===== src/rtl/mre_pkg.sv =====
package mre_pkg;
    typedef enum logic [2:0] {
        S_IDLE,
        S_CHECK,
        S_ACCESS,
        S_RMW_RD,
        S_RMW_WR,
        S_FINISH
    } state_t;

    typedef enum logic [1:0] {
        OP_WRITE = 2'd0,
        OP_READ  = 2'd1,
        OP_RMW   = 2'd2
    } op_t;

    localparam logic [7:0] CMD_REG_ACCESS = 8'hFF;
    localparam logic [7:0] ERR_NONE       = 8'h00;
    localparam logic [7:0] ERR_SUB        = 8'h01;
    localparam logic [7:0] ERR_SIZE       = 8'h02;
    localparam logic [7:0] ERR_CMD        = 8'h03;
endpackage


===== src/rtl/mre_decode.sv =====
module mre_decode
    import mre_pkg::*;
#(
    parameter int MAX_REGS = 5,
    parameter int CNT_W    = 3
) (
    input  logic [7:0]       cmd,
    input  logic [3:0]       sub,
    input  logic [7:0]       size,
    output logic             ok,
    output op_t              op,
    output logic [CNT_W-1:0] count,
    output logic [7:0]       code
);
    logic sub_known;

    always_comb begin
        op        = OP_WRITE;
        count     = '0;
        sub_known = 1'b1;
        unique case (sub)
            4'd0: begin
                op = OP_WRITE;
                for (int k = 1; k <= MAX_REGS; k++)
                    if (size == 8'(3 * k)) count = CNT_W'(k);
            end
            4'd1: begin
                op = OP_READ;
                for (int k = 1; k <= MAX_REGS; k++)
                    if (size == 8'(2 * k)) count = CNT_W'(k);
            end
            4'd2: begin
                op = OP_RMW;
                if (size == 8'd4) count = CNT_W'(1);
            end
            default: sub_known = 1'b0;
        endcase

        ok   = 1'b0;
        code = ERR_NONE;
        if (cmd != CMD_REG_ACCESS)  code = ERR_CMD;
        else if (!sub_known)        code = ERR_SUB;
        else if (count == '0)       code = ERR_SIZE;
        else                        ok   = 1'b1;
    end
endmodule


===== src/rtl/mre_resp.sv =====
module mre_resp #(
    parameter int BYTES = 16,
    parameter int IDX_W = 4
) (
    input  logic               clk,
    input  logic               rst_n,
    input  logic               clr,
    input  logic               we,
    input  logic [IDX_W-1:0]   idx,
    input  logic [7:0]         din,
    output logic [BYTES*8-1:0] flat
);
    for (genvar g = 0; g < BYTES; g++) begin : g_byte
        always_ff @(posedge clk) begin
            if (!rst_n)                        flat[g*8 +: 8] <= '0;
            else if (clr)                      flat[g*8 +: 8] <= '0;
            else if (we && idx == IDX_W'(g))   flat[g*8 +: 8] <= din;
        end
    end
endmodule


===== src/rtl/mbox_reg_engine.sv =====
module mbox_reg_engine
    import mre_pkg::*;
#(
    parameter int MAX_REGS   = 5,
    parameter int OBUF_BYTES = 20,
    parameter int RESP_BYTES = 16
) (
    input  logic                    clk,
    input  logic                    rst_n,
    input  logic                    req_valid,
    input  logic [7:0]              req_cmd,
    input  logic [3:0]              req_sub,
    input  logic [7:0]              req_size,
    input  logic [OBUF_BYTES*8-1:0] req_buf,
    output logic                    busy,
    output logic                    done,
    output logic                    err,
    output logic [7:0]              err_code,
    output logic [RESP_BYTES*8-1:0] resp_buf,
    output logic [15:0]             rf_addr,
    output logic                    rf_we,
    output logic [7:0]              rf_wdata,
    output logic                    rf_re,
    input  logic [7:0]              rf_rdata
);
    localparam int CNT_W  = $clog2(MAX_REGS + 1);
    localparam int OIDX_W = $clog2(OBUF_BYTES);
    localparam int RIDX_W = $clog2(RESP_BYTES);

    state_t           state_q, state_d;
    op_t              op_q, dec_op;
    logic [CNT_W-1:0] idx_q, cnt_q, dec_count;
    logic [7:0]       cmd_q, size_q, old_q, dec_code;
    logic [3:0]       sub_q;
    logic [7:0]       obuf_q [OBUF_BYTES];
    logic             dec_ok, accept;
    logic [OIDX_W-1:0] lo_ix, hi_ix, wd_ix;

    mre_decode #(.MAX_REGS(MAX_REGS), .CNT_W(CNT_W)) u_decode (
        .cmd(cmd_q), .sub(sub_q), .size(size_q),
        .ok(dec_ok), .op(dec_op), .count(dec_count), .code(dec_code)
    );

    assign accept = (state_q == S_IDLE) && req_valid;

    // State register
    always_ff @(posedge clk) begin
        if (!rst_n) state_q <= S_IDLE;
        else        state_q <= state_d;
    end

    always_comb begin
        state_d = state_q;
        unique case (state_q)
            S_IDLE:   if (accept) state_d = S_CHECK;
            S_CHECK:  state_d = !dec_ok ? S_FINISH :
                                (dec_op == OP_RMW) ? S_RMW_RD : S_ACCESS;
            S_ACCESS: if (idx_q == cnt_q - CNT_W'(1)) state_d = S_FINISH;
            S_RMW_RD: state_d = S_RMW_WR;
            S_RMW_WR: state_d = S_FINISH;
            S_FINISH: state_d = S_IDLE;
            default:  state_d = S_IDLE;
        endcase
    end

    // Request latch and walk counters
    always_ff @(posedge clk) begin
        if (!rst_n) begin
            cmd_q <= '0; sub_q <= '0; size_q <= '0;
            op_q <= OP_WRITE; cnt_q <= '0; idx_q <= '0; old_q <= '0;
            err <= 1'b0; err_code <= ERR_NONE;
            for (int i = 0; i < OBUF_BYTES; i++) obuf_q[i] <= '0;
        end else begin
            if (accept) begin
                cmd_q    <= req_cmd;
                sub_q    <= req_sub;
                size_q   <= req_size;
                err      <= 1'b0;
                err_code <= ERR_NONE;
                for (int i = 0; i < OBUF_BYTES; i++) obuf_q[i] <= req_buf[i*8 +: 8];
            end
            if (state_q == S_CHECK) begin
                op_q  <= dec_op;
                cnt_q <= dec_count;
                idx_q <= '0;
                if (!dec_ok) begin
                    err      <= 1'b1;
                    err_code <= dec_code;
                end
            end
            if (state_q == S_ACCESS) idx_q <= idx_q + CNT_W'(1);
            if (state_q == S_RMW_RD) old_q <= rf_rdata;
        end
    end

    // Outputs
    always_comb begin
        lo_ix    = OIDX_W'({idx_q, 1'b0});
        hi_ix    = lo_ix + OIDX_W'(1);
        wd_ix    = OIDX_W'({cnt_q, 1'b0}) + OIDX_W'(idx_q);
        rf_addr  = '0;
        rf_we    = 1'b0;
        rf_re    = 1'b0;
        rf_wdata = '0;
        done     = 1'b0;
        busy     = 1'b1;
        unique case (state_q)
            S_IDLE:   busy = 1'b0;
            S_CHECK:  ;
            S_ACCESS: begin
                rf_addr  = {obuf_q[hi_ix], obuf_q[lo_ix]};
                rf_re    = (op_q == OP_READ);
                rf_we    = (op_q == OP_WRITE);
                rf_wdata = obuf_q[wd_ix];
            end
            S_RMW_RD: begin
                rf_addr = {obuf_q[1], obuf_q[0]};
                rf_re   = 1'b1;
            end
            S_RMW_WR: begin
                rf_addr  = {obuf_q[1], obuf_q[0]};
                rf_we    = 1'b1;
                rf_wdata = (old_q & ~obuf_q[3]) | (obuf_q[2] & obuf_q[3]);
            end
            S_FINISH: done = 1'b1;
            default:  busy = 1'b0;
        endcase
    end

    mre_resp #(.BYTES(RESP_BYTES), .IDX_W(RIDX_W)) u_resp (
        .clk(clk), .rst_n(rst_n), .clr(accept),
        .we(state_q == S_ACCESS && op_q == OP_READ),
        .idx(RIDX_W'(idx_q)), .din(rf_rdata), .flat(resp_buf)
    );

    p_done_pulse_r7: assert property (@(posedge clk) disable iff (!rst_n)
        done |=> !done);
    p_done_after_access_r7: assert property (@(posedge clk) disable iff (!rst_n)
        (done && !err) |-> $past(rf_we || rf_re));
    p_no_touch_on_err_r5: assert property (@(posedge clk) disable iff (!rst_n)
        (state_q == S_CHECK && !dec_ok) |=> (!rf_we && !rf_re));
    p_rmw_read_first_r4: assert property (@(posedge clk) disable iff (!rst_n)
        (rf_we && op_q == OP_RMW) |-> $past(rf_re));
    p_ignore_busy_r8: assert property (@(posedge clk) disable iff (!rst_n)
        (busy && req_valid) |=> $stable(cmd_q));
    p_one_strobe_r2: assert property (@(posedge clk) disable iff (!rst_n)
        !(rf_we && rf_re));
endmodule


===== config.mk =====
export PLATFORM = sky130hd
export DESIGN_NAME = mbox_reg_engine
export DESIGN_NICKNAME = d
export VERILOG_FILES = /design/src/rtl/mre_pkg.sv /design/src/rtl/mre_decode.sv /design/src/rtl/mre_resp.sv /design/src/rtl/mbox_reg_engine.sv
export SDC_FILE = /design/constraint.sdc
export NUM_CORES = 1
export LEC_CHECK = 0
export BUFFER_PORTS_ARGS = -buffer_cell sky130_fd_sc_hd__buf_2
export CORE_MARGIN = 2
export CORE_UTILIZATION = 60
export CTS_CLUSTER_DIAMETER = 80
export DETAILED_ROUTE_END_ITERATION = 6
export HOLD_SLACK_MARGIN = 0.03
export PLACE_DENSITY = 0.87
export SYNTH_ARGS = -nofsm -noshare
export SYNTH_HDL_FRONTEND = slang
export SYNTH_HIERARCHICAL = 1
export SYNTH_SLANG_ARGS = --single-unit

===== constraint.sdc =====
create_clock -name clk -period 15.25 [get_ports clk]
set_input_delay 1.525 -clock clk [delete_from_list [all_inputs] [get_ports clk]]
set_output_delay 1.525 -clock clk [all_outputs]
set_load 0.05 [all_outputs]

==> results of run 1 <==
routing by layer:
layer	GRT usage	share of wire	wire length (µm)	vias up
li1	-	-	-	5373
met1	0.397	0.38	16500	5723
met2	0.515	0.49	21200	776
met3	0.0547	0.087	3800	136
met4	0.142	0.048	2110	0
met5	0	0	0	-
through the flow:
| stage | power, W | utilization | area [µm²] | setup slack, ns |
|---|---|---|---|---|
| CTS | 0.00212 | 0.720 | 18700 | 9.43 |
| finish | 0.00212 | 0.720 | 18700 | 9.46 |
| floorplan | 0.00117 | - | 15900 | 8.60 |
| global route | 0.00218 | 0.720 | 18700 | 9.26 |
| detailed placement | 0.00123 | 0.674 | 17500 | 9.98 |
| global placement | 0.00122 | 0.674 | 17500 | 10.04 |
cells by family (layout without fill, tap and decap cells):
kind of cell,count (synthesis),after routing,share of synthesized area
muxes,236,236,0.203
other,2,13,0.000474
and+or+nand+nor,491,491,0.165
buffers and inverters,126,436,0.0428
adders and majority gates,5,5,0.00443
AOI/OAI and AO/OA,110,110,0.0477
DFF,339,339,0.530
xor gates and xnor gates,10,10,0.00648
worst register-to-register path: stages, from the launching register on:
cell     delay (ns)
dfxtp_1        0.43
or4b_1         0.99
nand2_4        0.91
buf_4          0.95
cell usage in the layout, fill, tap and decap left out, drive strengths merged, types with 4 or more instances in the layout:
cell	instances
clkbuf	42
a21oi	27
a21boi	21
nor2	15
clkinv	12
xnor2	5
inv	11
a22o	8
mux4	68
o21ai	21
o211ai	7
and2	20
ha	4
nand3	5
or3	7
nor2b	19
and3	146
nor3b	8
dfxtp	179
nor3	8
nand2	240
conb	10
nand3b	6
edfxtp	160
buf	365
xor2	4
bufinv	6
o31ai	6
mux2i	168
o2bb2ai	5
final timing paths:
| path | from | end | slack, ns | cells past startpoint |
|---|---|---|---|---|
| max | idx_q[1] | rf_wdata[3] | 9.46 | 7 |
| min | u_resp/flat[55] | u_resp/flat[55] | 0.45 | 2 |
| max reg2reg | state_q[2] | obuf_q[8][3] | 11.52 | 3 |
| min reg2reg | u_resp/flat[55] | u_resp/flat[55] | 0.45 | 2 |
flip-flops by register name, summed over array words and instances, names as in the netlist, 2 cells and up, named ones only:
register / count
obuf_q: 160
u_resp/flat: 128
cmd_q: 8
err_code: 8
old_q: 8
size_q: 8
sub_q: 4
cnt_q: 3
idx_q: 3
state_q: 3
op_q: 2
area by class of cell:
type | instances | area share
inverter | 9 | 0.00194
antenna | 3 | 0.000401
tap | 335 | 0.0224
timing repair buffer | 365 | 0.0991
multi-input combinational | 862 | 0.364
clock buffer | 42 | 0.0505
sequential | 339 | 0.448
clock inverter | 20 | 0.0134
where the power goes:
part | total (W) | switching, W | internal (W)
clock | 0.000896 | 0.000352 | 0.000544
combinational | 0.000177 | 0.000107 | 0.0000695
sequential | 0.00104 | 0.0000370 | 0.00101
total | 0.00212 | 0.000496 | 0.00162
==> results.json, run 1 <==
{
  "status": "complete, no violations",
  "netlist_instances": 1319,
  "synth_most_common_cell": "nand2_1",
  "cts_tree": "yes",
  "synth.yosys.seq_area_share": 0.530,
  "hold_viol": 0,
  "ys_warn_count": 6,
  "yosysTopAreaCellShare": 0.303,
  "critical_path.top_delay_family": "adder cells",
  "leakagePower_nw": 8.96,
  "fin_crit_sh": 0.380,
  "insertion_delay_ns": 0.51,
  "io_pins": 356,
  "cp_cell_sequence": "ha_1, fa_2, mux4_2, nand2_1, a21oi_1, or3_1, buf_2",
  "multiInputGateArea_um2": 6810,
  "dp_hpwl_um": 29800,
  "cts.sinks": 339,
  "dr.first_iter.drc_count": 1288,
  "initial_core_util": 0.609,
  "skew_ns": 0.0103,
  "area_delta_synth_final_pct": 18.2,
  "grt-ovfl-total": 0,
  "synth_area_leaders": "edfxtp_1 (30%), dfxtp_1 (23%), mux2i_1 (11%)",
  "peakVddDrop_mv": 0.100,
  "yosys-top-cells-count": "nand2_1 (227), dfxtp_1 (179), mux2i_1 (168), edfxtp_1 (160), and3_1 (145)",
  "grt_antenna_before_repair": 3,
  "grt_max_degree": 165,
  "power.density_nw_per_um2": 113,
  "dieArea_um2": 27700,
  "viasPerCell": 6.08,
  "synth-seq-cells": 339,
  "syn_area_um2": 15800,
  "slowest_stage": "fa_2",
  "setup_violations": 0,
  "arrival_ns": 4.27,
  "track_usage": 0.309,
  "clock_path_buffers": 3,
  "tns_ns": 0,
  "grt_pass1_wl_um": 66900,
  "final_antenna_net_count": 0,
  "rsz0062_at_grt": "false",
  "fin_cells": 1975,
  "syn_area_per_cell_um2": 12.0,
  "netlist-cell-type-count": 75,
  "die_y_um": 166,
  "crit_type": "register to output pin",
  "regArea_um2": 8390,
  "h-tree-depth": 2,
  "crit_fanout": 33,
  "clk_pin_slew_ns": 0.06,
  "postCtsSetupBuffers": 0,
  "fmax_mhz": 173,
  "end_kind": "output pin",
  "port_buffers": 355,
  "layout_min_cycle_time_ns": 5.79,
  "fillerInstances": 1754,
  "dp_cells": 1910,
  "cts_buffers": 35,
  "ys_async_sr_fraction": 0,
  "worst_slew_pin_slew_ns": 1.34,
  "cp.required_ns": 13.73,
  "ctsResizeCount": 0,
  "start_kind": "register",
  "fp.dieW_um": 166,
  "root_buffer": "clkbuf_16",
  "first_global_vias": 11700,
  "cp_num_buf_inv": 1,
  "slew_violations": 0,
  "min_path_type": "register to register",
  "relSlewSlack": 0.109,
  "vias": 12000,
  "dr.pass1.iters": 5,
  "yosys.area.top_type": "edfxtp_1",
  "finalWeightedCongestion": 0.913,
  "synth_edf_count": 160,
  "hold_ws_ns": 0.453,
  "nets": 1808,
  "drc": 0,
  "crit_path_max_incr_delay_ns": 1.29,
  "drt_wl_total_um": 43600,
  "hold_buffers": 0,
  "layout-drive-gt1-share": 0.318,
  "wl_per_cell_um": 22.1,
  "maxCapViolCount": 0,
  "core_region_area_um2": 26000,
  "ys.flop_type": "dfxtp_1",
  "rows": 59
}
Power figures use the tool's default switching activity.
==> run 2: changes to the inputs <==
CORE_UTILIZATION = 55   (was 60)
PLACE_DENSITY = 0.81   (was 0.87)
clock period = 5.4 ns   (was 15.25 ns; I/O delays follow)
==> run 2 against run 1 <==
Net effect: clock skew rose by 0.0015 ns; via count fell by 0.76%; register-to-register slack got worse by 9.6 ns; sequential share of layout area barely moved; routed wire length fell by 1.6%; cell count rose by 2.3%; count of clock-buffer cells in the layout rose by 7; global-route usage fell by 3.0 points; sequential cell count did not move; clock power rose to 2.7 times the previous value; power rose to 2.7 times the previous value; worst setup slack got worse by 8.5 ns; largest power group unchanged; highest routed layer unchanged.
==> results.json, run 2 (synthesis results as in run 1) <==
{
  "status": "complete, no violations",
  "largest_reg_flops": 160,
  "clk_pin_slew_ns": 0.06,
  "cp_num_buf_inv": 3,
  "dr.first_iter.drc_count": 1160,
  "root_buffer": "clkbuf_16",
  "rows": 62,
  "first_global_vias": 11400,
  "reg2reg_to": "u_resp/flat[84]",
  "arrival_ns": 3.88,
  "end_kind": "output pin",
  "layout-drive-gt1-share": 0.316,
  "fillerInstances": 2141,
  "cts_buffers": 35,
  "setup_violations": 0,
  "grt_antenna_before_repair": 3,
  "crit_path_max_incr_delay_ns": 0.99,
  "finalWeightedCongestion": 0.879,
  "die_y_um": 174,
  "pre_cts_ws_ns": 1.52,
  "final_antenna_net_count": 0,
  "area_delta_synth_final_pct": 18.3,
  "drt_wl_total_um": 42900,
  "layout_min_cycle_time_ns": 4.42,
  "slowest_stage": "fa_2",
  "stdcell_area_um2": 18700,
  "ctsResizeCount": 0,
  "wl_per_cell_um": 21.2,
  "start_kind": "register",
  "hold_path_depth": 3,
  "maxCapViolCount": 0,
  "hold_buffers": 0,
  "slew_violations": 0,
  "cp.required_ns": 4.86,
  "min_path_type": "input port to register",
  "fin_crit_sh": 0.818,
  "port_buffers": 355,
  "setup_slack_ns": 0.982,
  "path_depth": 8,
  "initial_core_util": 0.555,
  "dp_hpwl_um": 29700,
  "core_region_area_um2": 28500,
  "total_power_w": 0.00582,
  "insertion_delay_ns": 0.51,
  "postCtsSetupBuffers": 0,
  "layout_common_cells": "buf_2 (354), nand2_1 (226), dfxtp_1 (177)",
  "hold_viol": 0,
  "timing.rr.start": "state_q[2]",
  "placed_cell_area_um2": 17600,
  "cts_tree": "yes",
  "drc": 0,
  "rr_worst_depth": 6,
  "vias": 11900,
  "top_regs": "obuf_q (160), u_resp/flat (128)",
  "critical_path.top_delay_family": "adder cells",
  "grt-ovfl-total": 0,
  "dieArea_um2": 30200,
  "hold_path_startpoint": "req_cmd[3]",
  "worst_slew_pin_slew_ns": 1.32,
  "grt_pass1_wl_um": 65200,
  "crit_type": "register to output pin",
  "final_common_cell": "buf_2",
  "crit_path_frequent_cell": "buf_4",
  "rsz0062_at_grt": "false",
  "dr.pass1.iters": 6,
  "grt_max_degree": 165,
  "skew_ns": 0.0118,
  "fmax_mhz": 226,
  "post-route-util": 0.656,
  "clock_path_buffers": 3,
  "nets": 1808,
  "cp_cell_sequence": "buf_4, fa_2, buf_4, mux4_1, nand2_1, a21oi_1, or3_1, buf_2",
  "tns_ns": 0,
  "fp.dieW_um": 174,
  "leakagePower_nw": 8.92,
  "viasPerCell": 5.90,
  "track_usage": 0.279,
  "cts.sinks": 339,
  "power.density_nw_per_um2": 311,
  "min_to": "cmd_q[3]",
  "rrSetupSlack_ns": 1.90,
  "h-tree-depth": 2,
  "top_register": "obuf_q",
  "io_pins": 356,
  "crit_fanout": 18,
  "relSlewSlack": 0.121,
  "peakVddDrop_mv": 0.241
}
-- run 2: changes by cell type in the layout (fill, tap and decap cells not counted), sizes merged --
cell / change
inv: -2
bufinv: -4
clkinvlp: +2
clkbuf: +7
clkinv: -6
-- run 2: worst reg2reg max path: cells and delay by family, from the launching register on --
| kind | cells | cell delay, ns |
|---|---|---|
| buffers and inverters | 2 | 0.98 |
| DFF | 1 | 0.55 |
| and+or+nand+nor | 3 | 1.62 |
| muxes | 1 | 0.25 |
-- run 2: layout make-up --
type | count | area [µm²] | area share
inverter | 9 | 36.3 | 0.00194
clock inverter | 10 | 100 | 0.00535
multi-input combinational | 862 | 6820 | 0.364
timing repair buffer | 365 | 1850 | 0.0990
antenna | 3 | 7.51 | 0.000401
tap | 384 | 480 | 0.0257
sequential | 339 | 8390 | 0.448
clock buffer | 49 | 1030 | 0.0551
-- run 2: power breakdown --
group	switching, W	internal [W]
Combinational	0.000303	0.000196
Clock	0.000956	0.00142
Sequential	0.0000984	0.00284
-- run 2: worst max path at each step --
stage,startpoint,to,slack [ns]
floorplan,req_valid,err_code[0],1.48
finish,idx_q[2],rf_wdata[1],0.98
global route,cnt_q[0],rf_wdata[1],0.83
detailed placement,cnt_q[0],rf_wdata[1],1.52
global placement,idx_q[2],rf_wdata[1],1.56
CTS,idx_q[2],rf_wdata[1],0.96
-- run 2: metal layers --
layer / GRT usage / part of all wire / wire, µm / vias up
met4: 0.138 / 0.048 / 2060 / 0
met5: 0 / 0 / 0 / -
met2: 0.460 / 0.48 / 20600 / 699
met3: 0.0502 / 0.086 / 3700 / 121
li1: - / - / - / 5360
met1: 0.358 / 0.39 / 16600 / 5737
-- run 2: metrics by stage --
step | hold slack, ns | cells
2_1_floorplan | 0.435 | 1327
3_3_place_gp | 0.439 | 1959
3_5_place_dp | 0.445 | 1959
4_1_cts | 0.255 | 2018
5_1_grt | 0.270 | 2021
6_report | 0.276 | 2021
==> run 3: changes to the inputs <==
ABC_AREA = 1   (was not set)
CORE_UTILIZATION = 50   (was 55)
PLACE_DENSITY = 0.77   (was 0.81)
clock period = 3.7 ns   (was 5.4 ns; I/O delays follow)
==> run 3 against run 2 <==
Net effect: final area rose by 5.1%; global-route usage barely moved; die area rose by 14%; sequential share of layout area fell by 2.2 points; non-clock buffer count rose by 12; synthesized cell count rose by 70%; cell count rose by 49%; area after synthesis rose by 4.3%; count of clock-buffer cells in the layout fell by 1; power rose by 57%; largest power group unchanged; highest routed layer is now met5.
==> results.json, run 3 <==
{
  "status": "complete, no violations",
  "end_kind": "output pin",
  "viasPerCell": 5.13,
  "cp_num_buf_inv": 3,
  "clock_path_buffers": 3,
  "dr.pass1.iters": 6,
  "tns_ns": 0,
  "syn_area_um2": 16500,
  "p_sw_w": 0.00245,
  "synth_edf_count": 160,
  "cp.required_ns": 3.33,
  "ys.flop_type": "dfxtp_1",
  "ctsResizeCount": 0,
  "met3_wirelength_um": 4490,
  "track_usage": 0.279,
  "skew_ns": 0.00875,
  "insertion_delay_ns": 0.52,
  "grt_max_degree": 112,
  "hold_path_startpoint": "req_cmd[1]",
  "crit_fanout": 20,
  "ys_async_sr_fraction": 0,
  "hold_ws_ns": 0.101,
  "final_common_cell": "nand2_1",
  "leakagePower_nw": 9.53,
  "io_pins": 356,
  "cts_buffers": 37,
  "critical_path.top_delay_family": "buffers and inverters",
  "wl_per_cell_um": 16.2,
  "port_buffers": 355,
  "ys_warn_count": 6,
  "yosys.area.top_type": "edfxtp_1",
  "initial_core_util": 0.507,
  "route.met2.wl_um": 22000,
  "slew_violations": 0,
  "crit_path_max_incr_delay_ns": 0.50,
  "layout_common_cells": "nand2_1 (637), nor2_1 (461), buf_2 (352)",
  "hold_viol": 0,
  "root_buffer": "clkbuf_16",
  "comb_power_share": 0.129,
  "layout-drive-gt1-share": 0.186,
  "netlist-cell-type-count": 38,
  "power.density_nw_per_um2": 465,
  "dr.first_iter.drc_count": 1604,
  "layout_min_cycle_time_ns": 3.52,
  "cts.sinks": 339,
  "post-route-util": 0.605,
  "die_y_um": 186,
  "yosys-top-cells-count": "nand2_1 (638), nor2_1 (462), inv_1 (267), dfxtp_1 (179), nand3_1 (175)",
  "peakVddDrop_mv": 0.440,
  "cp_cell_sequence": "ha_1, fa_1, buf_4, clkinvlp_4, nand3_1, nand3_1, nand3_1, nand2_1, nand2_1, nand2_1, nand2_1, buf_12",
  "pwr-share-seq": 0.475,
  "fp.dieW_um": 186,
  "top_layer": "met5",
  "core_region_area_um2": 32500,
  "start_kind": "register",
  "crit_path_frequent_cell": "nand2_1",
  "grt-ovfl-total": 0,
  "crit_type": "register to output pin",
  "synth_area_leaders": "edfxtp_1 (29%), dfxtp_1 (22%), nand2_1 (15%)",
  "h-tree-depth": 2,
  "first_global_vias": 14300,
  "synth-seq-cells": 339,
  "clk_pin_slew_ns": 0.06,
  "dieArea_um2": 34500,
  "dp_hpwl_um": 34800,
  "top_register": "obuf_q",
  "rows": 66,
  "total_power_w": 0.00914,
  "swShare": 0.268,
  "intPower_w": 0.00670,
  "min_path_type": "input port to register",
  "timing.rr.start": "state_q[0]",
  "area_delta_synth_final_pct": 19.3,
  "wl_met1_um": 20400,
  "fmax_mhz": 284,
  "postCtsSetupBuffers": 0,
  "slowest_stage": "fa_1",
  "finalWeightedCongestion": 0.931,
  "cts_tree": "yes",
  "hold_buffers": 0,
  "arrival_ns": 3.15,
  "grt_antenna_before_repair": 3,
  "drt_wl_total_um": 48900,
  "largest_reg_flops": 160,
  "netlist_instances": 2241,
  "fin_crit_sh": 0.951,
  "worst_slew_pin_slew_ns": 1.12,
  "nets": 2735,
  "setup_violations": 0,
  "yosysTopAreaCellShare": 0.291,
  "synth.yosys.seq_area_share": 0.508,
  "clockPowerShare": 0.395,
  "top_regs": "obuf_q (160), u_resp/flat (128)",
  "synth_most_common_cell": "nand2_1",
  "final_antenna_net_count": 0,
  "crit_start": "cnt_q[0]",
  "rsz0062_at_grt": "false",
  "maxCapViolCount": 0,
  "grt_pass1_wl_um": 75600,
  "vias": 15400,
  "relSlewSlack": 0.252,
  "syn_area_per_cell_um2": 7.36,
  "drc": 0
}
## run 3: cell count changes after synthesis, moves of 18 or more
cell,before,now
o21ai_0,5,76
nand3_1,1,175
mux2i_1,168,0
and3_1,145,0
nand2_1,227,638
mux4_2,66,0
nor2b_1,19,0
inv_1,8,267
and2_1,18,0
o211ai_1,6,33
a21boi_1,21,0
nor2_1,14,462
a21oi_1,27,54
## run 3: worst reg2reg max path, delay by kind of cell, from the launching register on
kind | cells | cell delay [ns]
flip-flops | 1 | 0.33
buffers and inverters | 2 | 0.32
AND/OR/NAND/NOR | 7 | 2.09
## run 3: area by class of cell
| cell class | instances | area (µm²) |
|---|---|---|
| repair buffers | 377 | 2050 |
| fillers | 3052 | 12800 |
| well taps | 442 | 553 |
| inverters | 282 | 1060 |
| clock buffers | 48 | 1070 |
| multi-input cells | 1502 | 6430 |
| clock inverters | 18 | 128 |
| diodes | 1 | 2.50 |
| flip-flops and latches | 339 | 8390 |
## run 3: metrics by stage
step	std cells	area (µm²)	setup slack, ns
floorplan	2249	16500	0.580
global placement	2942	18500	0.749
detailed placement	2942	18500	0.597
CTS	3008	19700	0.0291
global route	3009	19700	0.0155
finish	3009	19700	0.181
## run 3: path summary, 6_finish.rpt
check	to	slack, ns	cells past startpoint
worst max-delay path	rf_wdata[4]	0.18	12
worst min-delay path	cmd_q[1]	0.10	3
worst max register to register	u_resp/flat[47]	0.85	9
worst min register to register	err_code[4]	0.47	2
## run 3: layer usage
metal | vias up | global-route usage
met5 | - | 0
met4 | 2 | 0.129
met3 | 127 | 0.0462
met2 | 751 | 0.445
met1 | 6988 | 0.374
li1 | 7555 | -
## run 3: cells by family after synthesis
logic type,count (synthesis),synth area share
compound gates,177,0.0611
xor+xnor,3,0.00205
fa+ha+maj,5,0.00425
buf+inv,408,0.106
flops,339,0.508
other cells,2,0.000455
simple gates,1307,0.318
## run 3: power by group through the flow
stage | combinational, W | clock, W | sequential, W
2_1_floorplan | 0.000781 | 0 | 0.00442
3_3_place_gp | 0.00115 | 0 | 0.00442
3_5_place_dp | 0.00117 | 0 | 0.00442
4_1_cts | 0.00117 | 0.00368 | 0.00434
5_1_grt | 0.00132 | 0.00381 | 0.00437
6_report | 0.00118 | 0.00362 | 0.00435
